--- src/rtl/tdc_merge_pkg.sv ---
package tdc_merge_pkg;
  localparam int DEF_WORD_W = 10;
  localparam int DEF_CODE_W = 8;

  typedef enum logic {
    LINE_A = 1'b0,
    LINE_B = 1'b1
  } line_id_e;

  localparam int N_LINES = 2;
endpackage

--- src/rtl/tdc_edge_cond.sv ---
module tdc_edge_cond
  import tdc_merge_pkg::*;
#(
  parameter int W        = DEF_WORD_W,
  parameter int CODE_W   = DEF_CODE_W,
  parameter int TOP_CODE = 88
) (
  input  logic [CODE_W-1:0] code,
  input  logic [W-1:0]      lo_raw,
  input  logic [W-1:0]      hi_raw,
  output logic [W-1:0]      lo_edge,
  output logic [W-1:0]      hi_edge
);
  localparam logic [W-1:0]      FULL  = {W{1'b1}};
  localparam logic [CODE_W-1:0] TOP_C = CODE_W'(TOP_CODE);

  always_comb begin
    lo_edge = (code == '0)    ? '0   : lo_raw;
    hi_edge = (code == TOP_C) ? FULL : hi_raw;
  end
endmodule

--- src/rtl/tdc_bound_stage.sv ---
module tdc_bound_stage
  import tdc_merge_pkg::*;
#(
  parameter int W = DEF_WORD_W
) (
  input  logic         clk,
  input  logic         rst,
  input  logic         v_in,
  input  logic [W-1:0] lo_a,
  input  logic [W-1:0] hi_a,
  input  logic [W-1:0] lo_b,
  input  logic [W-1:0] hi_b,
  output logic         v_q,
  output logic [W-1:0] beg_q,
  output logic [W-1:0] end_q,
  output logic         bad_q
);
  logic [W-1:0] beg_c, end_c;
  line_id_e     beg_src, end_src;

  always_comb begin
    beg_src = (lo_a >= lo_b) ? LINE_A : LINE_B;
    end_src = (hi_a <= hi_b) ? LINE_A : LINE_B;
    beg_c   = (beg_src == LINE_A) ? lo_a : lo_b;
    end_c   = (end_src == LINE_A) ? hi_a : hi_b;
  end

  always_ff @(posedge clk) begin
    if (rst) begin
      v_q   <= 1'b0;
      beg_q <= '0;
      end_q <= '0;
      bad_q <= 1'b0;
    end else begin
      v_q <= v_in;
      if (v_in) begin
        beg_q <= beg_c;
        end_q <= end_c;
        bad_q <= (end_c < beg_c);
      end
    end
  end
endmodule

--- src/rtl/tdc_mid_stage.sv ---
module tdc_mid_stage
  import tdc_merge_pkg::*;
#(
  parameter int W = DEF_WORD_W
) (
  input  logic         clk,
  input  logic         rst,
  input  logic         v_in,
  input  logic [W-1:0] beg_in,
  input  logic [W-1:0] end_in,
  input  logic         bad_in,
  output logic         v_q,
  output logic [W:0]   fine_q,
  output logic [W-1:0] width_q,
  output logic         err_q
);
  logic [W:0]   sum_c;
  logic [W-1:0] diff_c;

  always_comb begin
    sum_c  = {1'b0, beg_in} + {1'b0, end_in};
    diff_c = end_in - beg_in;
  end

  always_ff @(posedge clk) begin
    if (rst) begin
      v_q     <= 1'b0;
      fine_q  <= '0;
      width_q <= '0;
      err_q   <= 1'b0;
    end else begin
      v_q <= v_in;
      if (v_in) begin
        err_q <= bad_in;
        if (bad_in) begin
          fine_q  <= {beg_in, 1'b0};
          width_q <= '0;
        end else begin
          fine_q  <= sum_c;
          width_q <= diff_c;
        end
      end
    end
  end
endmodule

--- src/rtl/tdc_pair_merge.sv ---
module tdc_pair_merge
  import tdc_merge_pkg::*;
#(
  parameter int W      = DEF_WORD_W,
  parameter int CODE_W = DEF_CODE_W,
  parameter int TOP_A  = 88,
  parameter int TOP_B  = 90
) (
  input  logic              clk,
  input  logic              rst,
  input  logic              in_valid,
  input  logic [CODE_W-1:0] code_a,
  input  logic [W-1:0]      lo_a,
  input  logic [W-1:0]      hi_a,
  input  logic [CODE_W-1:0] code_b,
  input  logic [W-1:0]      lo_b,
  input  logic [W-1:0]      hi_b,
  output logic              out_valid,
  output logic [W:0]        out_fine,
  output logic [W-1:0]      out_width,
  output logic              out_err
);
  logic [CODE_W-1:0] code_v [N_LINES];
  logic [W-1:0]      lo_v   [N_LINES];
  logic [W-1:0]      hi_v   [N_LINES];
  logic [W-1:0]      lo_e   [N_LINES];
  logic [W-1:0]      hi_e   [N_LINES];

  always_comb begin
    code_v[0] = code_a; lo_v[0] = lo_a; hi_v[0] = hi_a;
    code_v[1] = code_b; lo_v[1] = lo_b; hi_v[1] = hi_b;
  end

  for (genvar g = 0; g < N_LINES; g++) begin : g_line
    localparam int TOPG = (g == 0) ? TOP_A : TOP_B;
    tdc_edge_cond #(.W(W), .CODE_W(CODE_W), .TOP_CODE(TOPG)) u_cond (
      .code    (code_v[g]),
      .lo_raw  (lo_v[g]),
      .hi_raw  (hi_v[g]),
      .lo_edge (lo_e[g]),
      .hi_edge (hi_e[g])
    );
  end

  logic         s1_v, s1_bad;
  logic [W-1:0] s1_beg, s1_end;

  tdc_bound_stage #(.W(W)) u_bound (
    .clk   (clk),
    .rst   (rst),
    .v_in  (in_valid),
    .lo_a  (lo_e[0]),
    .hi_a  (hi_e[0]),
    .lo_b  (lo_e[1]),
    .hi_b  (hi_e[1]),
    .v_q   (s1_v),
    .beg_q (s1_beg),
    .end_q (s1_end),
    .bad_q (s1_bad)
  );

  tdc_mid_stage #(.W(W)) u_mid (
    .clk     (clk),
    .rst     (rst),
    .v_in    (s1_v),
    .beg_in  (s1_beg),
    .end_in  (s1_end),
    .bad_in  (s1_bad),
    .v_q     (out_valid),
    .fine_q  (out_fine),
    .width_q (out_width),
    .err_q   (out_err)
  );
endmodule

--- config.mk ---
export PLATFORM = sky130hd
export DESIGN_NAME = tdc_pair_merge
export DESIGN_NICKNAME = d
export VERILOG_FILES = /design/src/rtl/tdc_merge_pkg.sv /design/src/rtl/tdc_edge_cond.sv /design/src/rtl/tdc_bound_stage.sv /design/src/rtl/tdc_mid_stage.sv /design/src/rtl/tdc_pair_merge.sv
export SDC_FILE = /design/constraint.sdc
export NUM_CORES = 1
export LEC_CHECK = 0
export BUFFER_PORTS_ARGS = -buffer_cell sky130_fd_sc_hd__buf_2
export CAP_MARGIN = 20
export CORE_AREA = 4 4 86 88
export CTS_CLUSTER_DIAMETER = 50
export DETAILED_ROUTE_END_ITERATION = 7
export DIE_AREA = 0 0 90 92
export PLACE_DENSITY = 0.9
export SYNTH_ARGS = -nofsm -noshare
export SYNTH_HDL_FRONTEND = slang
export SYNTH_SLANG_ARGS = --single-unit
--- constraint.sdc ---
create_clock -name clk -period 5.5 [get_ports clk]
set_input_delay 0.275 -clock clk [delete_from_list [all_inputs] [get_ports clk]]
set_output_delay 0.275 -clock clk [all_outputs]
set_load 0.01 [all_outputs]
==> out/qor.csv <==
metric,value,unit
post-cts sizing count,0,
total power,0.000910,W
Synth Flop Type,dfxtp_1,
worst-path fanout max,10,
Max Freq,247,MHz
clock-pin slew on the worst setup and hold paths,0.08,ns
setup TNS,0,ns
Final Core Density,0.617,
Site Rows,30,
clock root buffer,clkbuf_8,
core box area,6640,um2
initial antenna violation count,0,
post-synthesis sequential area ratio,0.245,
fin crit period,4.04,ns
cts hold-fix bufs,0,
Setup Buffers After CTS,0,
fin. max-slew vios,0,
Leak,2.10,nW
Top delay family on crit path,compound AO/OA/AOI/OAI gates,
clock skew,0.00689,ns
IO Pins,82,
htree depth,2,
drt first pass iters,4,
dpl ws,1.14,ns
CP Buf/Inv Count,1,
status,completed,
"FF+latch count, synth",44,
CTS Buf Count,5,
Critical Path AT,4.26,ns
DRT iter0 DRCs,132,
clk buf depth,2,
Syn Area/Cell,7.95,um2
GR Util All Layers,0.201,
DRT Wirelength,8.23,mm
setup ws final,1.46,ns
Worst Hold Class,input pin to flop,
Crit. End Element,flop,
clock latency on the worst-skew pair,0.30,ns
kind of critical path,input pin to flop,
initial cell density of the core,0.541,
Layout area overhead,14.0,%
Via Count,3269,
Detailed Place HPWL,6.72,mm
Worst-Margin Slew,0.681,ns
"EDFF count, synth",0,
Nets,628,
Die Y,92,um
# DRC,0,
fraction of registers with async set/reset,0,
CP required,5.72,ns
CP Launch Type,input pin,
Mapped Cells,452,
layout cells sized above 1,0.202,
vias in the first global route,3232,
first-pass GRT wire length,14.1,mm
Worst path slowest cell,o41a_1,
Area after DPL,4010,um2
total gr overflow,0,
Synth Warn #,0,
ANT cells,0,
RSZ-0062 raised after global routing,false,
port bufs,81,
syn nets,561,
critical-path cell list,"buf_2, or4_1, nor2_2, nor2_1, ha_1, nand4_1, nor3_1, o41a_1, mux2i_1, ha_1, a211oi_1, o21ai_0, a211oi_1, o21ai_0, o32a_1, o31ai_1",
remaining antenna violation count,0,
Die W,90,um
worst vdd ir,0.0907,mV
final non-filler cell area,4100,um2
Tcrit/Tclk final,0.735,
largest net degree at the start of global routing,40,
"slowest stage delay, CP",0.56,ns
DR WL/cell,13.7,um
gpl congestion,0.919,
Clock Sinks,44,
"Hold Vio Cnt, Final",0,
Via density,5.45,
Yosys cell types,54,
pwr/cell area,222,nW/um2
DIE AREA,8280,um2
Synth Cell Area,3590,um2
final setup fails,0,
slew margin rel.,0.546,
reported max-cap violation count,0,
TritonCTS clock tree,done,
## cell type report
| cell class | count | area (um2) |
|---|---|---|
| Tap cell | 80 | 100 |
| Inverter | 44 | 165 |
| Clock inverter | 2 | 10.0 |
| Timing Repair Buffer | 82 | 413 |
| Sequential cell | 44 | 881 |
| Clock buffer | 6 | 82.6 |
| Fill cell | 573 | 2540 |
| Multi-Input combinational cell | 342 | 2450 |
## kinds of logic after synthesis
logic type      count (synthesis)  synth area share
compound gates                101             0.187
simple gates                  153             0.201
xor+xnor                       12            0.0292
flops                          44             0.245
fa+ha+maj                      50             0.178
buf+inv                        66            0.0741
mux                            26            0.0853
## cells in the mapped netlist, types with 2 or more instances
library cell / n / area share
o21bai_1: 3 / 0.0063
nand4_1: 6 / 0.010
buf_4: 2 / 0.0042
nor2_1: 59 / 0.062
o211ai_1: 3 / 0.0063
a21o_1: 12 / 0.025
dfxtp_1: 44 / 0.25
o21ai_0: 17 / 0.024
a22oi_1: 5 / 0.010
inv_1: 44 / 0.046
o31ai_1: 5 / 0.010
mux2_4: 9 / 0.038
nor2b_1: 3 / 0.0052
a211oi_1: 13 / 0.027
nand2_1: 42 / 0.044
xnor2_1: 8 / 0.019
nand3_1: 4 / 0.0056
mux2i_1: 16 / 0.045
a21oi_1: 21 / 0.029
nand3b_1: 2 / 0.0042
a211o_1: 2 / 0.0049
ha_1: 48 / 0.17
buf_2: 3 / 0.0042
a31oi_1: 3 / 0.0052
nor3b_1: 8 / 0.017
o21a_1: 4 / 0.0084
or3_1: 4 / 0.0070
nor3_1: 10 / 0.014
xor2_1: 4 / 0.0097
o21ai_1: 2 / 0.0028
clkbuf_1: 16 / 0.017
nand2b_1: 6 / 0.010
fa_1: 2 / 0.011
nor2_2: 2 / 0.0035
## through the flow
stage | hold slack (ns) | instances
final | 0.400 | 600
after global routing | 0.403 | 600
after CTS | 0.399 | 600
after detailed placement | 0.439 | 592
after global placement | 0.431 | 592
after floorplan | 0.380 | 452
## cell usage in the layout, fill, tap and decap left out, types with 6 or more instances in the layout
| master | instances |
|---|---|
| xnor2_1 | 8 |
| a21oi_1 | 21 |
| nand4_1 | 6 |
| dfxtp_1 | 44 |
| nand2b_1 | 6 |
| nor2_1 | 59 |
| a211oi_1 | 13 |
| a21o_1 | 12 |
| mux2i_1 | 16 |
| nor3b_1 | 8 |
| o21ai_0 | 17 |
| ha_1 | 48 |
| nor3_1 | 10 |
| clkbuf_8 | 6 |
| buf_2 | 81 |
| inv_1 | 44 |
| nand2_1 | 42 |
| mux2_4 | 9 |
## state kept, by name (all words and copies together), names as in the netlist
| signal | count |
|---|---|
| u_bound.bad_q | 1 |
| u_bound.beg_q | 10 |
| u_bound.end_q | 10 |
| u_bound.v_q | 1 |
| u_mid.err_q | 1 |
| u_mid.fine_q | 11 |
| u_mid.v_q | 1 |
| u_mid.width_q | 9 |
## report_power, final
group / switching, W / leakage (nW) / internal (W) / total (W)
sequential: 0.0000253 / 0.362 / 0.000346 / 0.000371
clock: 0.000105 / 0.0510 / 0.000100 / 0.000205
combinational: 0.000181 / 1.69 / 0.000152 / 0.000333
## path summary, 6_finish.rpt
| path | startpoint | to | slack (ns) | cells after the start |
|---|---|---|---|---|
| worst max-delay path | code_b[0] | u_bound.bad_q$_SDFFE_PP0P_ | 1.46 | 16 |
| worst min-delay path | lo_a[8] | u_bound.beg_q[8]$_SDFFE_PP0P_ | 0.40 | 4 |
| worst max register to register | u_bound.beg_q[1]$_SDFFE_PP0P_ | u_mid.width_q[9]$_SDFFE_PP0P_ | 3.17 | 8 |
| worst min register to register | u_mid.width_q[9]$_SDFFE_PP0P_ | u_mid.width_q[9]$_SDFFE_PP0P_ | 0.45 | 2 |
## worst min-delay path, cell delays in order
cell and delay [ns]:
buf_2 0.10, nand2_1 0.07, mux2_4 0.15, a211oi_1 0.06
## metal layers
metal	GRT usage	vias to the layer above	part of all wire	routed length [um]
met3	0.0263	12	0.048	396
met4	0.0638	0	0.017	144
met2	0.352	103	0.48	3920
met5	0	-	0	0
met1	0.257	1449	0.46	3770
li1	-	1705	-	-
Power figures use the tool's default switching activity.
